--- config.mk ---
export PLATFORM = sky130hd
export DESIGN_NAME = serial_reg_port
export DESIGN_NICKNAME = d
export VERILOG_FILES = /design/src/rtl/srp_pkg.sv /design/src/rtl/srp_sync.sv /design/src/rtl/srp_frame.sv /design/src/rtl/srp_shift.sv /design/src/rtl/serial_reg_port.sv
export SDC_FILE = /design/constraint.sdc
export NUM_CORES = 1
export LEC_CHECK = 0
export CAP_MARGIN = 20
export CORE_ASPECT_RATIO = 0.75
export CORE_UTILIZATION = 40
export CTS_CLUSTER_DIAMETER = 80
export CTS_CLUSTER_SIZE = 8
export DETAILED_ROUTE_END_ITERATION = 10
export PLACE_DENSITY_LB_ADDON = 0.12
export SETUP_SLACK_MARGIN = 0.15
export SYNTH_ARGS = -nofsm -noshare
export SYNTH_HDL_FRONTEND = slang
export SYNTH_SLANG_ARGS = --single-unit
--- constraint.sdc ---
create_clock -name clk -period 4 [get_ports clk]
set_clock_uncertainty 0.15 [all_clocks]
set_input_delay 0.8 -clock clk [delete_from_list [all_inputs] [get_ports clk]]
set_output_delay 0.8 -clock clk [all_outputs]
set_load 0.02 [all_outputs]
--- src/rtl/srp_pkg.sv ---
// Shared definitions for the serial register access port.
// Assumes address width >= 2 and data width >= 2.
package srp_pkg;

    // Direction encoded in the first serial bit.
    typedef enum logic {
        DIR_WRITE = 1'b0,
        DIR_READ  = 1'b1
    } srp_dir_e;

    // Total rising edges in one transfer: direction, address, spare, data.
    function automatic int frame_len(input int aw, input int dw);
        return 1 + aw + 1 + dw;
    endfunction

endpackage

--- src/rtl/srp_sync.sv ---
// Multi-stage synchronizer bank for asynchronous serial pins.
// Each bit has its own chain and its own reset level given by RST_VAL.
// Assumes STAGES >= 2.
module srp_sync #(
    parameter int          W       = 3,
    parameter int          STAGES  = 2,
    parameter logic [W-1:0] RST_VAL = '0
) (
    input  logic         clk,
    input  logic         rst_n,
    input  logic [W-1:0] din,
    output logic [W-1:0] dout
);

    for (genvar g = 0; g < W; g++) begin : g_bit
        logic [STAGES-1:0] chain;

        // Shift the pin through the chain; reset to the idle level of the pin.
        always_ff @(posedge clk) begin
            if (!rst_n) chain <= {STAGES{RST_VAL[g]}};
            else        chain <= {chain[STAGES-2:0], din[g]};
        end

        assign dout[g] = chain[STAGES-1];
    end

endmodule

--- src/rtl/srp_frame.sv ---
// Transfer framing: serial clock edge detection, bit counting, command and
// write-data capture, and the register strobes.
// Assumes synchronized inputs. The counter saturates at the frame length and
// clears whenever select is inactive.
module srp_frame
    import srp_pkg::*;
#(
    parameter  int AW    = 6,
    parameter  int DW    = 8,
    localparam int FRAME = frame_len(AW, DW),
    localparam int CW    = $clog2(FRAME + 1)
) (
    input  logic          clk,
    input  logic          rst_n,
    input  logic          csn_s,
    input  logic          sclk_s,
    input  logic          sdi_s,
    output logic          cs_act,
    output logic          sclk_rise,
    output logic          sclk_fall,
    output logic [CW-1:0] bit_cnt,
    output logic          dir_rd,
    output logic [AW-1:0] addr_q,
    output logic [DW-1:0] wdata_q,
    output logic          we_q,
    output logic          re_q
);

    localparam logic [CW-1:0] CNT_LAST  = CW'(FRAME - 1);
    localparam logic [CW-1:0] CNT_FULL  = CW'(FRAME);
    localparam logic [CW-1:0] CNT_ADDRN = CW'(AW);
    localparam logic [CW-1:0] CNT_SPARE = CW'(AW + 1);

    logic sclk_d;

    // Select is active low; edges only count while selected.
    assign cs_act    = ~csn_s;
    assign sclk_rise = cs_act &  sclk_s & ~sclk_d;
    assign sclk_fall = cs_act & ~sclk_s &  sclk_d;

    // Remember the previous serial clock level for edge detection.
    always_ff @(posedge clk) begin
        if (!rst_n) sclk_d <= 1'b0;
        else        sclk_d <= sclk_s;
    end

    // Count rising edges and capture each field in its slot.
    always_ff @(posedge clk) begin
        if (!rst_n) begin
            bit_cnt <= '0;
            dir_rd  <= 1'b0;
            addr_q  <= '0;
            wdata_q <= '0;
            we_q    <= 1'b0;
            re_q    <= 1'b0;
        end else begin
            we_q <= 1'b0;
            re_q <= 1'b0;
            if (!cs_act) begin
                bit_cnt <= '0;
            end else if (sclk_rise && bit_cnt < CNT_FULL) begin
                bit_cnt <= bit_cnt + 1'b1;
                if (bit_cnt == '0) begin
                    dir_rd <= (sdi_s == DIR_READ);
                end else if (bit_cnt <= CNT_ADDRN) begin
                    addr_q <= {sdi_s, addr_q[AW-1:1]};
                end else if (bit_cnt == CNT_SPARE) begin
                    re_q <= dir_rd;
                end else begin
                    wdata_q <= {sdi_s, wdata_q[DW-1:1]};
                    if (bit_cnt == CNT_LAST) we_q <= ~dir_rd;
                end
            end
        end
    end

endmodule

--- src/rtl/srp_shift.sv ---
// Read-data serializer and output-enable control.
// Loads the fetched byte when the read strobe fires, then launches one bit
// per selected serial edge, least significant first. clke must be static
// during a transfer.
module srp_shift
    import srp_pkg::*;
#(
    parameter  int AW    = 6,
    parameter  int DW    = 8,
    localparam int FRAME = frame_len(AW, DW),
    localparam int CW    = $clog2(FRAME + 1)
) (
    input  logic          clk,
    input  logic          rst_n,
    input  logic          cs_act,
    input  logic          sclk_rise,
    input  logic          sclk_fall,
    input  logic [CW-1:0] bit_cnt,
    input  logic          dir_rd,
    input  logic          clke,
    input  logic          load,
    input  logic [DW-1:0] rdata,
    output logic          sdo,
    output logic          sdo_oe
);

    localparam logic [CW-1:0] CNT_DATA0 = CW'(AW + 2);
    localparam logic [CW-1:0] CNT_FULL  = CW'(FRAME);

    logic [DW-1:0] sh_q;
    logic          in_window;
    logic          launch;

    // Launches are allowed only during the data phase of a read.
    assign in_window = dir_rd && (bit_cnt >= CNT_DATA0) && (bit_cnt < CNT_FULL);
    assign launch    = in_window && (clke ? sclk_fall : sclk_rise);

    // Load, shift and drive; everything is released when select goes inactive.
    always_ff @(posedge clk) begin
        if (!rst_n) begin
            sh_q   <= '0;
            sdo    <= 1'b0;
            sdo_oe <= 1'b0;
        end else if (!cs_act) begin
            sdo    <= 1'b0;
            sdo_oe <= 1'b0;
        end else if (load) begin
            sh_q <= rdata;
        end else if (launch) begin
            sdo    <= sh_q[0];
            sh_q   <= sh_q >> 1;
            sdo_oe <= 1'b1;
        end
    end

endmodule

--- src/rtl/serial_reg_port.sv ---
// Top level of the serial register access port.
// Synchronizes the four-wire serial interface into clk, frames transfers
// and drives strobes toward an external register bank.
// Assumes each serial clock phase spans at least SYNC_STAGES + 2 clk cycles,
// and that reg_rdata is a combinational function of reg_addr.
module serial_reg_port
    import srp_pkg::*;
#(
    parameter int ADDR_W      = 6,
    parameter int DATA_W      = 8,
    parameter int SYNC_STAGES = 2
) (
    input  logic              clk,
    input  logic              rst_n,
    input  logic              csn,
    input  logic              sclk,
    input  logic              sdi,
    input  logic              clke,
    output logic              sdo,
    output logic              sdo_oe,
    output logic [ADDR_W-1:0] reg_addr,
    output logic [DATA_W-1:0] reg_wdata,
    output logic              reg_we,
    output logic              reg_re,
    input  logic [DATA_W-1:0] reg_rdata
);

    localparam int FRAME = frame_len(ADDR_W, DATA_W);
    localparam int CW    = $clog2(FRAME + 1);

    logic [2:0]    pins_s;
    logic          cs_act;
    logic          sclk_rise;
    logic          sclk_fall;
    logic [CW-1:0] bit_cnt;
    logic          dir_rd;

    // Pin order {sdi, sclk, csn}; select idles high.
    srp_sync #(
        .W      (3),
        .STAGES (SYNC_STAGES),
        .RST_VAL(3'b001)
    ) u_sync (
        .clk  (clk),
        .rst_n(rst_n),
        .din  ({sdi, sclk, csn}),
        .dout (pins_s)
    );

    srp_frame #(
        .AW(ADDR_W),
        .DW(DATA_W)
    ) u_frame (
        .clk      (clk),
        .rst_n    (rst_n),
        .csn_s    (pins_s[0]),
        .sclk_s   (pins_s[1]),
        .sdi_s    (pins_s[2]),
        .cs_act   (cs_act),
        .sclk_rise(sclk_rise),
        .sclk_fall(sclk_fall),
        .bit_cnt  (bit_cnt),
        .dir_rd   (dir_rd),
        .addr_q   (reg_addr),
        .wdata_q  (reg_wdata),
        .we_q     (reg_we),
        .re_q     (reg_re)
    );

    srp_shift #(
        .AW(ADDR_W),
        .DW(DATA_W)
    ) u_shift (
        .clk      (clk),
        .rst_n    (rst_n),
        .cs_act   (cs_act),
        .sclk_rise(sclk_rise),
        .sclk_fall(sclk_fall),
        .bit_cnt  (bit_cnt),
        .dir_rd   (dir_rd),
        .clke     (clke),
        .load     (reg_re),
        .rdata    (reg_rdata),
        .sdo      (sdo),
        .sdo_oe   (sdo_oe)
    );

endmodule

==> out/metrics.yaml <==
yosys:
  synth_area_leaders: "dfxtp_1 48%, mux2i_1 9.9%, o211a_1 4.4%"
  netlist_area_sq_um: 1610
  ys_warn_count: 0
  synth_cells: 162
  synth_cell_types: 35
  yosysMostFrequentCell: "dfxtp_1"
  synth_flop_cell: "dfxtp_1"
  synth_top_area_share_pct: 48.5
  synth_edf_count: 0
  ys_seq_area_share_pct: 48.5
  syn_avg_cell_area_sq_um: 9.94
  synthArstFlopShare_pct: 0
  ys_ff_latch: 39
  synth_area_leader_cell: "dfxtp_1"
  synth_fp_nets: 179
  synthTopCellsByCount: "39 x dfxtp_1, 18 x nand2_1, 16 x mux2i_1, 13 x o21ai_0"
global_routing:
  overflow: 0
  grt_max_degree: 22
  grt_pass1_vias: 1069
  grt_usage_pct: 15.5
  antenna_found_initial: 0
  grt_pass1_wl_um: 4870
route:
  drt_iter0_drc: 56
  drt_wl_total_um: 3030
  routed-via-count: 1192
  viasPerCell: 4.93
  ant_nets: 0
  post-route-drc-count: 0
  firstDrtPassIters: 4
  wl_per_cell_um: 12.5
die:
  die_y_um: 57.0
  start_util_pct: 42.9
  rows: 19
  core_area_sq_um: 3760
  io_pins: 32
  die_w_um: 75.3
  fp.dieArea_sq_um: 4290
timing:
  setup_tns_ns: 0
  setup_ws_ns: 1.37
  finalCritPeriodShare_pct: 65.8
  finalMaxSlewViolations: 0
  rsz0062_at_grt: "false"
  min_period_ns: 2.63
  relSlewSlack_pct: 38.7
  hold_violations: 0
  max_slew.worst_pin.slew_ns: 0.918
  setup_violations: 0
  fmax_ghz: 0.380
worst_setup_path:
  worstPathArrival_ns: 2.71
  worstPathRequired_ns: 4.08
  critical_path_class: "in -> reg"
  crit_fanout: 11
  end_kind: "flop"
  cp-start-kind: "primary input"
placed_design:
  place_worst_setup_slack_ns: 1.08
  port-buffer-count: 31
  gp_congestion: 0.790
  post-dp-hpwl_um: 2170
clock_network:
  clkSinkCount: 39
  cts_hold_buf: 0
  cts_tree: "done"
  clkSlewWorstSetupHoldPaths_ns: 0.06
  cts-root-buf: "clkbuf_8"
  clock_path_buffers: 2
  postCtsSetupBuffers: 0
  cts_made_buffers: 5
  clock_latency_ns: 0.28
  htreeDepth: 2
  ctsResizeCount: 0
layout:
  syn_to_final_growth_pct: 25.0
  regArea_sq_um: 781
  n_antenna_cell: 0
  fillers: 350
  multi_input_area_sq_um: 758
  fin_nets: 208
  final_core_util_pct: 53.6
  drive_gt1_share_pct: 6.32
outcome:
  status: "completed"
power_and_ir_drop:
  power_density_nw_per_um2: 326
  internal-power_mw: 0.523
  switchingPower_mw: 0.134
  seqPwrFrac_pct: 60.0
  switching_share_pct: 20.4
  pwr-share-clk_pct: 36.3
  peakVddDrop_mv: 0.217
  pwr-share-comb_pct: 3.7
  cellLeakagePower_nw: 0.731
job:
  maxCapViolations: 0
hold_path:
  min_path_type: "reg -> reg"
stage by stage:
| stage | instances | hold slack (ns) | power (mW) | cell area [sq um] |
|---|---|---|---|---|
| 5_1_grt | 242 | 0.276 | 0.686 | 2010 |
| 4_1_cts | 242 | 0.263 | 0.664 | 2010 |
| 3_5_place_dp | 236 | 0.247 | 0.427 | 1940 |
| 3_3_place_gp | 236 | 0.256 | 0.427 | 1940 |
| 2_1_floorplan | 162 | 0.236 | 0.412 | 1610 |
| 6_report | 242 | 0.262 | 0.657 | 2010 |
cell families after synthesis:
| kind of cell | after synthesis | synth area share, % |
|---|---|---|
| simple gates | 57 | 19.6 |
| compound gates | 29 | 13.6 |
| fa+ha+maj | 3 | 2.33 |
| mux | 16 | 9.95 |
| buf+inv | 15 | 4.43 |
| xor+xnor | 3 | 1.63 |
| flops | 39 | 48.5 |
power groups by stage:
| stage | clock network (mW) | registers [mW] | logic (mW) |
|---|---|---|---|
| 2_1_floorplan | 0 | 0.402 | 0.00981 |
| 3_3_place_gp | 0 | 0.403 | 0.0244 |
| 3_5_place_dp | 0 | 0.403 | 0.0246 |
| 4_1_cts | 0.245 | 0.394 | 0.0247 |
| 5_1_grt | 0.266 | 0.394 | 0.0261 |
| 6_report | 0.239 | 0.394 | 0.0244 |
per-layer routing:
layer | vias to the layer above | part of all wire, % | track usage, %
li1 | 612 | - | -
met1 | 554 | 52 | 22.0
met3 | 5 | 4.4 | 6.89
met4 | 0 | 1.1 | 4.76
met2 | 21 | 42 | 21.1
met5 | - | 0 | 0
final cells by class:
cell class	count	area share, %
sequential	39	38.8
timing repair buffer	32	15.8
tap	52	3.23
clock buffer	6	3.60
inverter	5	0.932
multi-input combinational	108	37.7
critical path, stage by stage:
cell	delay [ns]
clkdlybuf4s50_1	0.42
or3b_4	0.39
a2111oi_4	0.58
or2_1	0.35
o211a_1	0.17
cell usage in the layout, fill, tap and decap left out, types with 2 or more instances in the layout:
cell type        netlist  routed
nor2_1                 8       8
clkbuf_8               0       5
nand2b_1               4       4
ha_1                   3       3
xnor2_1                2       2
o211a_1                7       7
nand2_1               18      18
dfxtp_1               39      39
and2_1                 5       5
nand3_1                8       8
mux2i_1               16      16
nor2b_1                3       3
clkdlybuf4s50_1        0      31
o21ai_0               13      13
nand3b_1               2       2
inv_1                  5       5
a21oi_1                3       3
worst paths after layout:
check,from,endpoint,slack (ns),cells past startpoint
setup / recovery,clke,u_shift.sh_q[5],1.37,5
hold / removal,u_sync.g_bit[0].chain[0],u_sync.g_bit[0].chain[1],0.26,1
setup reg to reg,u_sync.g_bit[0].chain[1],u_frame.wdata_q[7],1.79,3
hold reg to reg,u_sync.g_bit[0].chain[0],u_sync.g_bit[0].chain[1],0.26,1
registers in the layout, indices dropped and copies added (netlist names):
signal / count
u_frame.bit_cnt: 5
u_shift.sh_q: 8
u_sync.g_bit.chain: 6
u_frame.we_q: 1
u_shift.sdo_oe: 1
u_frame.sclk_d: 1
u_shift.sdo: 1
u_frame.dir_rd: 1
u_frame.re_q: 1
u_frame.addr_q: 6
u_frame.wdata_q: 8
No activity file was read; power rests on OpenSTA's default activity.
